[src/rtl/rfa_pkg.sv]
package rfa_pkg;
  localparam int COORD_W  = 16;
  localparam int BUSY_BIT = 3;
  localparam int HOSTC_BIT = 6;

  typedef enum logic [1:0] {
    OP_NOP  = 2'd0,
    OP_READ = 2'd1,
    OP_DRAW = 2'd2,
    OP_S2S  = 2'd3
  } opcode_e;

  localparam logic [2:0] AM_BLOCK = 3'd1;

  localparam logic [1:0] REG_CMD   = 2'd0;
  localparam logic [1:0] REG_START = 2'd1;
  localparam logic [1:0] REG_END   = 2'd2;

  typedef struct packed {
    logic [COORD_W-1:0] x;
    logic [COORD_W-1:0] y;
  } coord_t;
endpackage

[src/rtl/rfa_cmd_regs.sv]
module rfa_cmd_regs
  import rfa_pkg::*;
(
  input  logic        clk_i,
  input  logic        rst_ni,
  input  logic        we_i,
  input  logic [1:0]  addr_i,
  input  logic [31:0] wdata_i,
  input  logic        busy_i,
  output logic        arm_o,
  output coord_t      start_o,
  output coord_t      end_o
);
  logic   cmd_ok_q;
  coord_t start_q;
  logic   we_ok;
  coord_t wcoord;

  assign we_ok  = we_i && !busy_i;
  assign wcoord = coord_t'(wdata_i);

  always_ff @(posedge clk_i or negedge rst_ni) begin
    if (!rst_ni) begin
      cmd_ok_q <= 1'b0;
      start_q  <= '0;
    end else if (we_ok) begin
      if (addr_i == REG_CMD)
        cmd_ok_q <= (wdata_i[1:0] == OP_DRAW) && (wdata_i[4:2] == AM_BLOCK)
                    && wdata_i[HOSTC_BIT];
      if (addr_i == REG_START)
        start_q <= wcoord;
    end
  end

  // inverted corners: command retires at once without arming
  assign arm_o = we_ok && (addr_i == REG_END) && cmd_ok_q &&
                 (wcoord.x >= start_q.x) && (wcoord.y >= start_q.y);
  assign start_o = start_q;
  assign end_o   = wcoord;

  a_r9_no_arm_busy: assert property (@(posedge clk_i) disable iff (!rst_ni)
    busy_i |-> !arm_o);
endmodule

[src/rtl/rfa_walker.sv]
module rfa_walker
  import rfa_pkg::*;
(
  input  logic               clk_i,
  input  logic               rst_ni,
  input  logic               arm_i,
  input  coord_t             start_i,
  input  coord_t             end_i,
  input  logic               step_i,
  output logic               busy_o,
  output logic [COORD_W-1:0] cur_x_o,
  output logic [COORD_W-1:0] cur_y_o
);
  logic               busy_q;
  logic [COORD_W-1:0] sx_q, ex_q, ey_q, cx_q, cy_q;
  logic               row_end, last;

  assign row_end = (cx_q == ex_q);
  assign last    = row_end && (cy_q == ey_q);

  always_ff @(posedge clk_i or negedge rst_ni) begin
    if (!rst_ni) begin
      busy_q <= 1'b0;
      sx_q <= '0; ex_q <= '0; ey_q <= '0;
      cx_q <= '0; cy_q <= '0;
    end else if (arm_i && !busy_q) begin
      busy_q <= 1'b1;
      sx_q <= start_i.x;
      ex_q <= end_i.x;
      ey_q <= end_i.y;
      cx_q <= start_i.x;
      cy_q <= start_i.y;
    end else if (step_i && busy_q) begin
      if (row_end) begin
        cx_q <= sx_q;
        if (last) busy_q <= 1'b0;
        else      cy_q <= cy_q + 1'b1;
      end else begin
        cx_q <= cx_q + 1'b1;
      end
    end
  end

  assign busy_o  = busy_q;
  assign cur_x_o = cx_q;
  assign cur_y_o = cy_q;

  a_r5_clear_after_last: assert property (@(posedge clk_i) disable iff (!rst_ni)
    (step_i && busy_q && last) |=> !busy_o);
  a_r4_x_in_rect: assert property (@(posedge clk_i) disable iff (!rst_ni)
    busy_q |-> (cx_q >= sx_q) && (cx_q <= ex_q));
  a_r4_y_in_rect: assert property (@(posedge clk_i) disable iff (!rst_ni)
    busy_q |-> (cy_q <= ey_q));
endmodule

[src/rtl/rfa_fb_stage.sv]
module rfa_fb_stage
  import rfa_pkg::*;
#(
  parameter int ADDR_W = 32,
  parameter int STRIDE = 2048
) (
  input  logic               clk_i,
  input  logic               rst_ni,
  input  logic               fire_i,
  input  logic [COORD_W-1:0] x_i,
  input  logic [COORD_W-1:0] y_i,
  input  logic [31:0]        data_i,
  input  logic               stall_i,
  output logic               valid_o,
  output logic [ADDR_W-1:0]  addr_o,
  output logic [31:0]        data_o
);
  localparam logic [ADDR_W-1:0] STRIDE_V = ADDR_W'(STRIDE);

  logic [ADDR_W-1:0] lin_addr;
  assign lin_addr = ADDR_W'(y_i) * STRIDE_V + ADDR_W'(x_i);

  always_ff @(posedge clk_i or negedge rst_ni) begin
    if (!rst_ni) begin
      valid_o <= 1'b0;
      addr_o  <= '0;
      data_o  <= '0;
    end else if (!stall_i) begin
      valid_o <= fire_i;
      if (fire_i) begin
        addr_o <= lin_addr;
        data_o <= data_i;
      end
    end
  end

  a_r8_hold_stalled: assert property (@(posedge clk_i) disable iff (!rst_ni)
    (valid_o && stall_i) |=> valid_o && $stable(addr_o) && $stable(data_o));
  a_r10_data_pass: assert property (@(posedge clk_i) disable iff (!rst_ni)
    fire_i |=> valid_o && (data_o == $past(data_i)));
endmodule

[src/rtl/rect_fill_agen.sv]
module rect_fill_agen
  import rfa_pkg::*;
#(
  parameter int ADDR_W = 32,
  parameter int STRIDE = 2048
) (
  input  logic              clk_i,
  input  logic              rst_ni,
  input  logic              reg_we_i,
  input  logic [1:0]        reg_addr_i,
  input  logic [31:0]       reg_wdata_i,
  output logic [31:0]       status_o,
  input  logic              hd_valid_i,
  input  logic [31:0]       hd_data_i,
  output logic              hd_ready_o,
  output logic              fb_valid_o,
  output logic [ADDR_W-1:0] fb_addr_o,
  output logic [31:0]       fb_data_o,
  input  logic              fb_stall_i
);
  logic               arm, busy, step;
  coord_t             start_c, end_c;
  logic [COORD_W-1:0] cur_x, cur_y;

  assign hd_ready_o = !fb_stall_i;
  // idle host words are accepted and dropped
  assign step = hd_valid_i && hd_ready_o && busy;

  rfa_cmd_regs u_regs (
    .clk_i(clk_i), .rst_ni(rst_ni),
    .we_i(reg_we_i), .addr_i(reg_addr_i), .wdata_i(reg_wdata_i),
    .busy_i(busy), .arm_o(arm), .start_o(start_c), .end_o(end_c)
  );

  rfa_walker u_walk (
    .clk_i(clk_i), .rst_ni(rst_ni),
    .arm_i(arm), .start_i(start_c), .end_i(end_c), .step_i(step),
    .busy_o(busy), .cur_x_o(cur_x), .cur_y_o(cur_y)
  );

  rfa_fb_stage #(.ADDR_W(ADDR_W), .STRIDE(STRIDE)) u_fb (
    .clk_i(clk_i), .rst_ni(rst_ni),
    .fire_i(step), .x_i(cur_x), .y_i(cur_y), .data_i(hd_data_i),
    .stall_i(fb_stall_i),
    .valid_o(fb_valid_o), .addr_o(fb_addr_o), .data_o(fb_data_o)
  );

  always_comb begin
    status_o = '0;
    status_o[BUSY_BIT] = busy;
  end

  a_r3_rise_after_end_write: assert property (@(posedge clk_i) disable iff (!rst_ni)
    $rose(busy) |-> $past(reg_we_i && (reg_addr_i == REG_END)));
  a_r7_idle_no_write: assert property (@(posedge clk_i) disable iff (!rst_ni)
    (!busy && hd_valid_i && hd_ready_o) |=> !fb_valid_o);
endmodule

[config.mk]
export PLATFORM = sky130hd
export DESIGN_NAME = rect_fill_agen
export DESIGN_NICKNAME = d
export VERILOG_FILES = /design/src/rtl/rfa_pkg.sv /design/src/rtl/rfa_cmd_regs.sv /design/src/rtl/rfa_walker.sv /design/src/rtl/rfa_fb_stage.sv /design/src/rtl/rect_fill_agen.sv
export SDC_FILE = /design/constraint.sdc
export NUM_CORES = 1
export LEC_CHECK = 0
export ABC_AREA = 1
export BUFFER_PORTS_ARGS = -buffer_cell sky130_fd_sc_hd__buf_4
export CORE_MARGIN = 3
export CORE_UTILIZATION = 35
export DETAILED_ROUTE_END_ITERATION = 10
export HOLD_SLACK_MARGIN = 0.02
export PLACE_DENSITY = 0.51
export SYNTH_ARGS = -nofsm -noshare
export SYNTH_HDL_FRONTEND = slang
export SYNTH_SLANG_ARGS = --single-unit
[constraint.sdc]
create_clock -name clk_i -period 2.3 [get_ports clk_i]
set_input_delay 0.23 -clock clk_i [delete_from_list [all_inputs] [get_ports clk_i]]
set_output_delay 0.23 -clock clk_i [all_outputs]
set_load 0.01 [all_outputs]
Word-level counts from Yosys, hierarchy flattened
Cells that the tools add are included.
{"block": "totals", "reg_bits": 179, "latch_bits": 0, "ram_bits": 0, "mem_bits_ro": 0, "out_inout_bits": 98, "word_cells": 59, "mem_count": 0}
{"block": "op_classes", "n_addsub": 3, "mul": 0, "div": 0, "n_lt_le_gt_ge": 2, "n_eq_ne": 7, "n_shift": 0, "mux": 11, "bitwise_logic": 1, "n_reduce_logical": 23}
{"op": "16-bit two-way mux", "n": 7}
{"op": "16-bit by 1-bit adder with 16-bit output, second input constant", "n": 2}
{"op": "16-bit equality test", "n": 2}
{"op": "16-bit greater-or-equal comparator", "n": 2}
{"op": "27-bit by 16-bit adder with 28-bit output", "n": 1}
{"op": "1-bit logical AND", "n": 12}
{"op": "2-bit AND reduction", "n": 3}
{"op": "3-bit AND reduction", "n": 2}
{"op": "2-bit nonzero test", "n": 3}
{"op": "2-bit equality test, second input constant", "n": 2}
{"op": "1-bit two-way mux", "n": 4}
{"op": "3-bit by 1-bit equality test with 1-bit output, second input constant", "n": 1}
{"op": "2-bit by 1-bit equality test with 1-bit output, second input constant", "n": 1}
{"op": "1-bit zero test", "n": 2}
{"op": "2-bit zero test", "n": 1}
{"op": "2-bit != test, second input constant", "n": 1}
{"op": "1-bit NOT", "n": 1}

Depth between registers and ports, before layout
Gate-level depths: netlist (run 1).
{"block": "depth", "depth_word": 9, "depth_mapped": 16, "ltp_nobuf": 14}

Cells and area by module
Synthesis (run 1) repeated with hierarchy kept, for this count alone.
{"block": "unflattened", "hier_cells": 1444, "hier_area_um2": 10578.9}
{"mod": "rfa_walker", "n_inst": 1, "cells_each": 747, "area_per_inst_um2": 4974.8, "seq_area_each_um2": 2026.9}
{"mod": "rfa_fb_stage", "n_inst": 1, "cells_each": 369, "area_per_inst_um2": 2875.3, "seq_area_each_um2": 1526.5}
{"mod": "rfa_cmd_regs", "n_inst": 1, "cells_each": 292, "area_per_inst_um2": 2471.1, "seq_area_each_um2": 825.8}
{"mod": "rect_fill_agen", "n_inst": 1, "cells_each": 36, "area_per_inst_um2": 257.7, "seq_area_each_um2": 0.0}

Least setup slack after synthesis (run 1)
Ideal clock, no wire load.
{"block": "synth_timing", "path_kind": "register to register", "start": "reg u_walk.cy_q[0] (netlist: u_walk.cur_y_o[0])", "end": "reg u_fb.addr_o[21]", "arrival_time_ps": 1707, "t_required_ps": 2173, "slack_ps": 466, "path_stages_with_launch": 11, "synth_period_minus_slack_ps": 1834, "path_cell_list": "dfrtp_1 > ha_1 > inv_1 > fa_1 > nand3b_1 > nand2_1 > nand2_1 > nand2_1 > nand3_1 > o21ai_0 > o21ai_0"}
{"block": "synth_via", "elab_chain_cells": 1}
{"element": "start: declaration", "line_no": "rfa_walker.sv:15", "source": "logic [COORD_W-1:0] sx_q, ex_q, ey_q, cx_q, cy_q;"}
{"element": "start signal: assignment", "line_no": "rfa_walker.sv:32", "source": "cy_q <= start_i.y;"}
{"element": "start signal: assignment", "line_no": "rfa_walker.sv:37", "source": "else cy_q <= cy_q + 1'b1;"}
{"element": "27-bit by 16-bit adder with 28-bit output", "line_no": "rfa_fb_stage.sv:21", "source": "assign lin_addr = ADDR_W'(y_i) * STRIDE_V + ADDR_W'(x_i);"}
{"element": "end signal: assignment", "line_no": "rfa_fb_stage.sv:31", "source": "addr_o <= lin_addr;"}
{"element": "end: declaration", "line_no": "rfa_fb_stage.sv:15", "source": "output logic [ADDR_W-1:0] addr_o,"}
Every way passes these cells.
A chain may end at the register's enable or synchronous reset.

Worst setup path in the final report (run 1)
{"block": "layout_timing", "start": "reg u_regs.start_q (netlist bit u_regs.start_o[31])", "end": "reg u_walk.cx_q[5] (netlist: u_walk.cur_x_o[5])"}
{"block": "layout_via", "elab_chain_cells": 5, "elab_cells_between_ends": 6, "cone_classes": "order compare (1); mux (1); reduce/logical (4)"}
{"element": "start: declaration", "line_no": "rfa_cmd_regs.sv:15", "source": "coord_t start_q;"}
{"element": "start signal: assignment", "line_no": "rfa_cmd_regs.sv:31", "source": "start_q <= wcoord;"}
{"element": "16-bit greater-or-equal comparator *", "line_no": "rfa_cmd_regs.sv:37", "source": "(wcoord.x >= start_q.x) && (wcoord.y >= start_q.y);"}
{"element": "1-bit logical AND *", "line_no": "rfa_cmd_regs.sv:36", "source": "assign arm_o = we_ok && (addr_i == REG_END) && cmd_ok_q &&"}
{"element": "1-bit logical AND *", "line_no": "rfa_cmd_regs.sv:37"}
{"element": "1-bit logical AND *", "line_no": "rfa_walker.sv:26", "source": "end else if (arm_i && !busy_q) begin"}
{"element": "16-bit two-way mux / 2-bit nonzero test (equally long branches)"}
{"element": "end signal: assignment", "line_no": "rfa_walker.sv:31", "source": "cx_q <= start_i.x;"}
{"element": "end signal: assignment", "line_no": "rfa_walker.sv:35", "source": "cx_q <= sx_q;"}
{"element": "end signal: assignment", "line_no": "rfa_walker.sv:39", "source": "cx_q <= cx_q + 1'b1;"}
{"element": "end: declaration", "line_no": "rfa_walker.sv:15"}
Mark *: on every way between the ends. The rest lies on a longest branch, timed or not.

==> results.json, run 1 <==
{
  "required_ps": 2610,
  "achievable-frequency_mhz": 466,
  "grt_setup_unrepaired": "false",
  "clock-sinks": 175,
  "yosysTopAreaCell": "dfrtp_1",
  "yosys.area_share.adder_pct": 5.12,
  "drv_slew": 0,
  "antenna_found_initial": 0,
  "max_slew.worst_pin.slew_ps": 698,
  "combined_area_of_all_synthesized_cells_mm2": 0.00993,
  "finalSetupTns_ps": 0,
  "gpl.final_weighted_congestion": 0.843,
  "power.density_mw_per_mm2": 721,
  "fraction_of_registers_with_async_set_reset_pct": 100,
  "synth.distinct_cells": 37,
  "timing.final.crit_share_pct": 93.3,
  "io_buffer_count": 133,
  "yosysSeqAreaShare_pct": 44.1,
  "min_path_cells": 3,
  "cts-htree-levels": 4,
  "dp.final_hpwl_um": 19400,
  "synthTopCellsByArea": "dfrtp_1, nand2_1, nand3_1",
  "core_area_mm2": 0.0279,
  "fillerInstances": 2827,
  "first_iter_violations": 533,
  "route.detailed.wl_per_inst_um": 14.9,
  "worstReg2RegEnd": "u_walk.cur_x_o[5]",
  "grt_pass1_wl_um": 44200,
  "start_util_pct": 35.6,
  "clock_tree.buffer_depth": 2,
  "cp.arrival_ps": 2450,
  "worst_vdd_ir_uv": 489,
  "syn_avg_cell_area_um2": 7.70,
  "cp-start-kind": "flop",
  "worst_hold_path_type": "primary input to flop",
  "cts_tree": "built",
  "worstHoldEndpoint": "u_walk.ey_q[7]",
  "post_route_cells_drive_above_1_share_pct": 14.8,
  "relSlewSlack_pct": 53.5,
  "final_core_util_pct": 43.8,
  "post-route-min-period_ps": 2150,
  "status": "completed",
  "report.final.setup_viol": 0,
  "drcViolationCount": 0,
  "drtAntennaViolNets": 0,
  "grt_overflow_total": 0,
  "placementRows": 61,
  "route.vias.total": 8463,
  "die_area_mm2": 0.0304,
  "r2r.worst_path.cells": 12,
  "timing.critical_path.to_type": "flop",
  "drt_first_pass_iters": 5,
  "num_io_pins": 169,
  "synth-main-ff-cell": "dfrtp_1",
  "power.total_mw": 8.79,
  "reg_to_reg_startpoint": "u_regs.start_o[31]",
  "antennaDiodeCount": 0,
  "fp.dieW_um": 174,
  "synthMuxAreaShare_pct": 0,
  "timing_hold_violations_final": 0,
  "yosysWarningCount": 0,
  "timing.max_cap.violations": 0,
  "clock_latency_reported_for_the_late_side_of_the_worst_skew_pair_ps": 440,
  "track_usage_pct": 18.0,
  "synth_top_family_by_area": "simple AND/OR/NAND/NOR gates",
  "synth.top_cell.area_share_pct": 44.1,
  "synth_simple_gate_area_share_pct": 28.2,
  "worst_setup_hold_path_clk_slew_ps": 80,
  "path_max_fanout": 41,
  "post_synth_inst_count": 1290,
  "cts.root.buffer_cell": "clkbuf_16",
  "synth-compound-area-share_pct": 6.87,
  "synth_edf_count": 0,
  "die_height_um": 174,
  "reg2reg_setup_slack_ps": 150,
  "nNetsFinal": 1552,
  "synth.ff_latch_count": 175,
  "worst_hold_startpoint": "reg_wdata_i[7]",
  "p_leak_nw": 6.57,
  "post_synth_xor_area_fraction_pct": 4.85,
  "detail_route.vias_per_cell": 4.62,
  "grt_max_degree": 67,
  "criticalPathCategory": "flop to flop",
  "route.final.wire_length_um": 27200,
  "cts-buffers-inserted": 17,
  "first_global_vias": 7896,
  "synthToLayoutAreaGrowth_pct": 22.8,
  "worst_clock_skew_ps": 18.6
}
## placed cells by master, fill, tap and decap left out, types with 2 or more instances in the layout
cell,netlist,final
a21oi_1,17,17
a31oi_1,6,6
buf_12,0,7
buf_4,45,144
buf_6,3,2
clkbuf_16,0,18
clkinv_1,4,4
clkinv_4,0,2
clkinvlp_4,0,3
conb_1,1,35
dfrtp_1,175,172
dfrtp_2,0,3
dlygate4sd3_1,0,35
ha_1,39,39
inv_1,131,131
inv_2,4,4
inv_6,0,4
inv_8,0,4
nand2_1,434,434
nand2_2,3,2
nand2_4,2,3
nand3_1,110,109
nand3_2,6,6
nand3b_1,2,2
nand4_1,23,23
nor2_1,64,64
nor2_2,3,3
nor3_1,9,9
o211ai_1,6,6
o21ai_0,81,81
o21ai_1,9,9
o21bai_1,2,2
o41ai_1,2,2
or2_2,5,5
xnor2_1,12,12
xor2_1,43,43
## per-stage QoR
| step | setup WS, ps | std cells | instance area, µm² | hold WS [ps] |
|---|---|---|---|---|
| after floorplan | 466 | 1324 | 10100 | -65.6 |
| after global placement | 176 | 1761 | 11200 | 209 |
| after detailed placement | 128 | 1761 | 11200 | 212 |
| after CTS | 98.8 | 1827 | 12100 | 52.7 |
| after global routing | 10.3 | 1831 | 12200 | 64.1 |
| final | 154 | 1831 | 12200 | 65.6 |
## metal layers
layer,vias up,global-route usage [%],wire [µm]
li1,4313,-,-
met5,-,0,0
met3,17,2.84,1410
met2,241,25.5,11100
met4,0,4.66,259
met1,3892,28.4,14400
## cells by family (layout without fill, tap and decap cells)
| group | count (synthesis) | in the layout |
|---|---|---|
| compound gates | 126 | 126 |
| xor+xnor | 55 | 55 |
| fa+ha+maj | 40 | 40 |
| buf+inv | 231 | 360 |
| flops | 175 | 175 |
| other cells | 1 | 35 |
| simple gates | 662 | 662 |
## worst max-delay path: stages, from the launching register on
cell and delay (ps):
dfrtp_1 410, inv_1 60, ha_1 310, nand4_1 160, nor2_1 140, nand2_1 60
clkinv_1 40, nand2_1 90, a21oi_4 220, nand2_4 150, buf_12 210, nand3_1 80
nand3_1 80
## flip-flops by register name, indices dropped and copies added, names as in the netlist
name / count
u_regs.cmd_ok_q: 1
u_walk.cur_x_o: 16
u_walk.ex_q: 16
u_fb.data_o: 32
u_walk.cur_y_o: 16
u_regs.start_o: 32
u_fb.addr_o: 28
u_fb.valid_o: 1
u_walk.busy_o: 1
u_walk.ey_q: 16
u_walk.sx_q: 16
## how the worst max path moves through the flow
stage | slack (ps) | from | endpoint | cells past startpoint
global route | 10 | u_regs.start_o[15] | u_walk.cur_x_o[1] | 10
global placement | 180 | u_regs.start_o[31] | u_walk.cur_x_o[6] | 11
floorplan | 470 | u_walk.cur_y_o[0] | u_fb.addr_o[21] | 10
finish | 150 | u_regs.start_o[31] | u_walk.cur_x_o[5] | 12
detailed placement | 130 | u_walk.cur_x_o[11] | u_fb.addr_o[21] | 11
CTS | 100 | u_regs.start_o[12] | u_walk.cur_y_o[10] | 10
## Yosys cell counts (all sizes together), types with 4 or more instances
cell      n
clkbuf   29
nand4    23
nor3      9
buf      63
or2       5
xor2     43
inv     135
xnor2    12
o211ai    6
nor2     68
a31oi     6
nand3   116
nand2   439
dfrtp   175
clkinv    4
a21oi    18
ha       39
o21ai    90
## area by class of cell
type	count	area, µm²	area share [%]
Clock buffer	17	425	3.49
Clock inverter	14	125	1.03
Inverter	139	522	4.28
Multi-Input combinational cell	918	4620	37.9
Sequential cell	175	4380	36.0
Tap cell	378	473	3.88
Timing Repair Buffer	190	1650	13.5
## power breakdown
part / total (mW) / internal [mW] / switching, mW
Sequential: 3.61 / 3.35 / 0.258
Clock: 2.82 / 1.42 / 1.40
Combinational: 2.37 / 0.917 / 1.45
## timing repair
item,CTS,global route
hold buffers,35,0
resized for setup,0,5
buffers inserted,0,3
setup endpoints to repair,0,15
endpoints found under the hold margin,76,0
Note: power is estimated with default switching activity, not from simulation.
==> inputs of run 2 (changes only) <==
--- a/config.mk
+++ b/config.mk
@@ -5,13 +5,12 @@
 export SDC_FILE = /design/constraint.sdc
 export NUM_CORES = 1
 export LEC_CHECK = 0
-export ABC_AREA = 1
 export BUFFER_PORTS_ARGS = -buffer_cell sky130_fd_sc_hd__buf_4
 export CORE_MARGIN = 3
 export CORE_UTILIZATION = 35
 export DETAILED_ROUTE_END_ITERATION = 10
 export HOLD_SLACK_MARGIN = 0.02
-export PLACE_DENSITY = 0.51
+export PLACE_DENSITY = 0.52
 export SYNTH_ARGS = -nofsm -noshare
 export SYNTH_HDL_FRONTEND = slang
 export SYNTH_SLANG_ARGS = --single-unit
==> results.json, run 2 <==
{
  "grt_use_met3_pct": 4.31,
  "timing.critical_path.to_type": "flop",
  "grt_setup_unrepaired": "true",
  "route.vias.total": 6855,
  "combined_area_of_all_synthesized_cells_mm2": 0.00897,
  "worstPathCellList": "inv_2 -> ha_4 -> nand4_1 -> nor3_2 -> buf_4 -> o21ai_2 -> a311o_2 -> buf_8 -> buf_12 -> buf_16 -> buf_4 -> nand2_4 -> o21ai_2",
  "start_util_pct": 36.3,
  "synth.top_cell.area_share_pct": 48.8,
  "most-common-layout-cells": "buf_4, dfrtp_1, nand2_1",
  "path_max_fanout": 8,
  "worst_setup_hold_path_clk_slew_ps": 70,
  "detail_route.vias_per_cell": 4.71,
  "busiest_layer": "met1",
  "cp-start-kind": "flop",
  "max_slew.worst_pin.slew_ps": 554,
  "track_usage_pct": 16.7,
  "nNetsFinal": 1230,
  "clock-sinks": 175,
  "syn_avg_cell_area_um2": 10.5,
  "grt_pass1_wl_um": 37400,
  "post_synth_inst_count": 858,
  "synth-main-ff-cell": "dfrtp_1",
  "first_iter_violations": 360,
  "yosysWarningCount": 0,
  "fp.dieW_um": 166,
  "first_global_vias": 6892,
  "timing.critical_path.slowest_stage_cell": "a311o_2",
  "grt_max_degree": 73,
  "grtUsageMet1_pct": 25.0,
  "violations": "setup timing",
  "route.final.wire_length_um": 23300,
  "dp.final_hpwl_um": 15900,
  "cts.root.buffer_cell": "clkbuf_16",
  "status": "finished, violations left",
  "cts_tree": "built",
  "post_dp_cell_area_mm2": 0.0109,
  "synth.top_cells.by_count": "dfrtp_1, nand2_1, o21ai_0",
  "final.setup.worst_slack_ps": -95.4,
  "grtUsageMet2_pct": 24.1,
  "antennaDiodeCount": 0,
  "die_height_um": 166,
  "final_cell_area_mm2": 0.0127,
  "timing.final.crit_share_pct": 104,
  "post_route_cells_drive_above_1_share_pct": 39.4,
  "drt_first_pass_iters": 7,
  "placementRows": 57,
  "timing_hold_violations_final": 0,
  "worst_clock_skew_ps": 14.3,
  "core_area_mm2": 0.0247,
  "power.density_mw_per_mm2": 657,
  "p_leak_nw": 6.21,
  "post-route-min-period_ps": 2400,
  "gpl.final_weighted_congestion": 0.770,
  "yosysSeqAreaShare_pct": 48.8,
  "synth_edf_count": 0,
  "cp_num_buf_inv": 6,
  "worst_vdd_ir_uv": 490,
  "family_with_the_most_delay_on_the_worst_path": "buffers and inverters",
  "io_buffer_count": 133,
  "post-place-ws_ps": -553,
  "synth.distinct_cells": 49,
  "place.detailed.instances": 1365,
  "antenna_found_initial": 0,
  "cts-buffers-inserted": 17,
  "fraction_of_registers_with_async_set_reset_pct": 100,
  "layout.cells.non_filler": 1456,
  "yosysTopAreaCell": "dfrtp_1",
  "cts-htree-levels": 4,
  "grt_overflow_total": 0,
  "achievable-frequency_mhz": 417,
  "critical-path-max-stage-delay_ps": 400,
  "worst_hold_path_type": "primary input to flop",
  "synth.ff_latch_count": 175,
  "cp.arrival_ps": 2730,
  "synthTopCellsByArea": "dfrtp_1, mux2_2, ha_1",
  "drv_slew": 0,
  "layout_commonest_cell": "buf_4",
  "drtAntennaViolNets": 0,
  "num_io_pins": 169,
  "required_ps": 2630,
  "fillerInstances": 2231,
  "clock_tree.buffer_depth": 2,
  "die_area_mm2": 0.0276,
  "criticalPathCategory": "flop to flop",
  "clock_latency_reported_for_the_late_side_of_the_worst_skew_pair_ps": 440,
  "synth.most_common_cell": "dfrtp_1",
  "route.detailed.wl_per_inst_um": 16.0,
  "synthToLayoutAreaGrowth_pct": 41.7,
  "drcViolationCount": 0,
  "relSlewSlack_pct": 62.6,
  "timing.max_cap.violations": 0,
  "report.final.setup_viol": 61
}
## run 2: final timing paths
kind | startpoint | end | slack [ps] | cells past startpoint
hold / removal | hd_data_i[4] | u_fb.data_o[4] | 30 | 2
setup / recovery | u_regs.start_o[29] | u_walk.sx_q[12] | -100 | 13
max in group asynchronous | rst_ni | u_fb.data_o[6] | 1270 | 3
hold reg to reg | u_walk.sx_q[8] | u_walk.sx_q[8] | 480 | 2
min in group asynchronous | rst_ni | u_fb.addr_o[0] | 280 | 2
setup reg to reg | u_regs.start_o[29] | u_walk.sx_q[12] | -100 | 13
## run 2: final cells by class
cell class                      instances  area, µm²  area share (%)
Timing Repair Buffer                  293       2580            20.3
Tap cell                              324        405            3.19
Clock inverter                         15        233            1.83
Clock buffer                           17        425            3.35
Inverter                               44        165            1.30
Sequential cell                       175       4380            34.5
Multi-Input combinational cell        588       4530            35.6
## run 2: timing repair
action / CTS / global route
gates resized for setup: 43 / 96
gates cloned: 3 / 3
endpoints found under the hold margin: 77 / 0
pin swaps: 5 / 15
hold buffers: 36 / 0
buffers inserted: 3 / 15
endpoints found under the setup margin: 82 / 85
## run 2: per-layer routing
| layer | vias to the layer above | wire, µm | part of all wire, % |
|---|---|---|---|
| met5 | - | 0 | 0 |
| met4 | 0 | 255 | 1.1 |
| met3 | 16 | 1210 | 5.2 |
| met2 | 166 | 10100 | 43 |
| met1 | 3250 | 11700 | 50 |
| li1 | 3423 | - | - |
## run 2: cells by family after synthesis
family          synth area share (%)
simple gates                    11.3
other cells                   0.0418
compound gates                  9.73
flops                           48.8
buf+inv                         7.57
mux                             9.96
fa+ha+maj                       5.66
xor+xnor                        6.93
## run 2: power breakdown
part | switching [mW] | internal [mW] | total (mW)
registers | 0.0996 | 3.27 | 3.37
logic | 0.910 | 0.802 | 1.71
clock network | 1.33 | 1.95 | 3.28
## run 2: metrics by stage
| step | total power [mW] | util (%) | hold slack (ps) | setup TNS, ps |
|---|---|---|---|---|
| after floorplan | 4.25 | - | -65.6 | 0 |
| after global placement | 4.94 | 44.0 | 197 | -31820 |
| after detailed placement | 4.96 | 44.0 | 194 | -34780 |
| after CTS | 8.39 | 49.2 | 20.8 | -2380 |
| after global routing | 8.79 | 51.4 | 24.7 | -13210 |
| final | 8.36 | 51.4 | 29.8 | -3430 |
==> inputs of run 3 (changes only) <==
--- a/config.mk
+++ b/config.mk
@@ -10,7 +10,7 @@
 export CORE_UTILIZATION = 35
 export DETAILED_ROUTE_END_ITERATION = 10
 export HOLD_SLACK_MARGIN = 0.02
-export PLACE_DENSITY = 0.52
+export PLACE_DENSITY = 0.6
 export SYNTH_ARGS = -nofsm -noshare
 export SYNTH_HDL_FRONTEND = slang
 export SYNTH_SLANG_ARGS = --single-unit
==> results.json, run 3 (synthesis results as in run 2) <==
{
  "status": "finished, violations left",
  "violations": "setup timing",
  "num_io_pins": 169,
  "first_global_vias": 7062,
  "cts_tree": "built",
  "timing.final.crit_share_pct": 107,
  "antenna_found_initial": 0,
  "cp-endpoint": "u_walk.ey_q[13]",
  "critical_path_depth": 11,
  "grt_pass1_wl_um": 38400,
  "cp-start-kind": "flop",
  "timing.critical_path.slowest_stage_cell": "a311o_2",
  "cp.arrival_ps": 2780,
  "fp.dieW_um": 166,
  "gpl.final_weighted_congestion": 0.796,
  "p_leak_nw": 6.34,
  "antennaDiodeCount": 0,
  "route.vias.total": 7184,
  "die_area_mm2": 0.0276,
  "route.final.wire_length_um": 25300,
  "clock_latency_reported_for_the_late_side_of_the_worst_skew_pair_ps": 440,
  "power.total_mw": 8.14,
  "cts-buffers-inserted": 17,
  "worstReg2RegEnd": "u_walk.ey_q[13]",
  "report.final.setup_viol": 69,
  "drt_first_pass_iters": 7,
  "post_dp_cell_area_mm2": 0.0108,
  "most-common-layout-cells": "buf_4, dfrtp_1, nand2_1",
  "family_with_the_most_delay_on_the_worst_path": "buffers and inverters",
  "synthToLayoutAreaGrowth_pct": 47.0,
  "core_area_mm2": 0.0247,
  "post_route_cells_drive_above_1_share_pct": 43.2,
  "post-place-ws_ps": -411,
  "grt_setup_unrepaired": "true",
  "clock_tree.buffer_depth": 2,
  "power.density_mw_per_mm2": 617,
  "route.detailed.wl_per_inst_um": 17.4,
  "detail_route.vias_per_cell": 4.92,
  "critical-path-max-stage-delay_ps": 390,
  "criticalPathCategory": "flop to flop",
  "cts-htree-levels": 4,
  "track_usage_pct": 17.2,
  "final_cell_area_mm2": 0.0132,
  "layout_commonest_cell": "buf_4",
  "finalSetupTns_ps": -6030,
  "reg_to_reg_startpoint": "u_regs.start_o[30]",
  "required_ps": 2620,
  "post-route-min-period_ps": 2460,
  "dp.final_hpwl_um": 15500,
  "timing.max_cap.violations": 0,
  "io_buffer_count": 133,
  "worst_vdd_ir_uv": 476,
  "die_height_um": 166,
  "clock-sinks": 175,
  "layout.cells.non_filler": 1459,
  "grt_max_degree": 113,
  "reg2reg_setup_slack_ps": -160,
  "max_slew.worst_pin.slew_ps": 633,
  "worst_clock_skew_ps": 11.4,
  "relSlewSlack_pct": 57.8,
  "drcViolationCount": 0,
  "placementRows": 57,
  "worst_setup_hold_path_clk_slew_ps": 70,
  "worstPathCellList": "inv_2 -> ha_4 -> nand4_1 -> nor3_2 -> buf_4 -> o21ai_4 -> a311o_2 -> buf_6 -> buf_12 -> buf_16 -> mux2_4",
  "grt_overflow_total": 0,
  "achievable-frequency_mhz": 406,
  "start_util_pct": 36.3,
  "r2r.worst_path.cells": 11,
  "timing.critical_path.to_type": "flop",
  "nNetsFinal": 1233,
  "timing_hold_violations_final": 0,
  "drtAntennaViolNets": 0,
  "drv_slew": 0,
  "worst_hold_path_type": "primary input to flop",
  "critical_path.startpoint": "u_regs.start_o[30]",
  "path_max_fanout": 5,
  "first_iter_violations": 439,
  "final.setup.worst_slack_ps": -162,
  "cts.root.buffer_cell": "clkbuf_16",
  "cp_num_buf_inv": 5,
  "place.detailed.instances": 1361
}
==> run 3: changes by cell type in the layout (fill, tap and decap cells not counted), moves of 5 or more <==
cell | previous run | this run
a21oi_1 | 18 | 12
a21oi_2 | 6 | 12
buf_16 | 2 | 8
buf_4 | 229 | 223
ha_1 | 33 | 28
ha_4 | 5 | 10
nand3_1 | 25 | 14
nand3_2 | 7 | 13
nand3_4 | 1 | 6
nor2_2 | 8 | 3
nor2_4 | 6 | 12
o21ai_0 | 67 | 61
o221ai_1 | 10 | 0
o221ai_2 | 7 | 17
==> run 3: layout make-up <==
cell class / instances / area (µm²)
timing repair buffer: 296 / 2780
sequential: 175 / 4380
clock inverter: 11 / 116
multi-input combinational: 588 / 4900
tap: 324 / 405
inverter: 44 / 165
fill: 2084 / 11600
clock buffer: 21 / 450
==> run 3: per-stage QoR <==
stage | utilization (%) | hold slack [ps]
floorplan | - | -65.6
global placement | 43.7 | 250
detailed placement | 43.7 | 246
CTS | 50.4 | 20.6
global route | 53.3 | 31.8
finish | 53.3 | 34.5
==> run 3: power breakdown <==
| part | internal (mW) | total, mW | switching [mW] |
|---|---|---|---|
| registers | 3.27 | 3.38 | 0.110 |
| clock network | 1.62 | 2.87 | 1.25 |
| logic | 0.863 | 1.89 | 1.03 |
==> run 3: what timing repair did <==
action / 4_1_cts / 5_1_grt
endpoints found under the hold margin: 89 / 0
resized for setup: 92 / 123
gates cloned: 9 / 6
pin swaps: 22 / 35
buffers inserted: 8 / 7
setup endpoints to repair: 84 / 87
hold buffers: 38 / 0
==> run 3: worst min-delay path by stage <==
stage / end / depth (start not counted) / startpoint
3_3_place_gp: u_fb.data_o[30] / 1 / rst_ni
6_report: u_regs.start_o[0] / 2 / reg_wdata_i[0]
4_1_cts: u_regs.start_o[17] / 3 / reg_wdata_i[17]
5_1_grt: u_fb.data_o[12] / 2 / hd_data_i[12]
2_1_floorplan: u_fb.addr_o[0] / 0 / rst_ni
3_5_place_dp: u_fb.data_o[30] / 1 / rst_ni
==> run 3: layer usage <==
metal / vias to the layer above / GRT usage (%) / share of wire [%]
met1: 3516 / 23.4 / 45
met2: 218 / 27.9 / 48
met3: 28 / 3.95 / 5.3
met4: 0 / 4.23 / 1.5
met5: - / 0 / 0
li1: 3422 / - / -
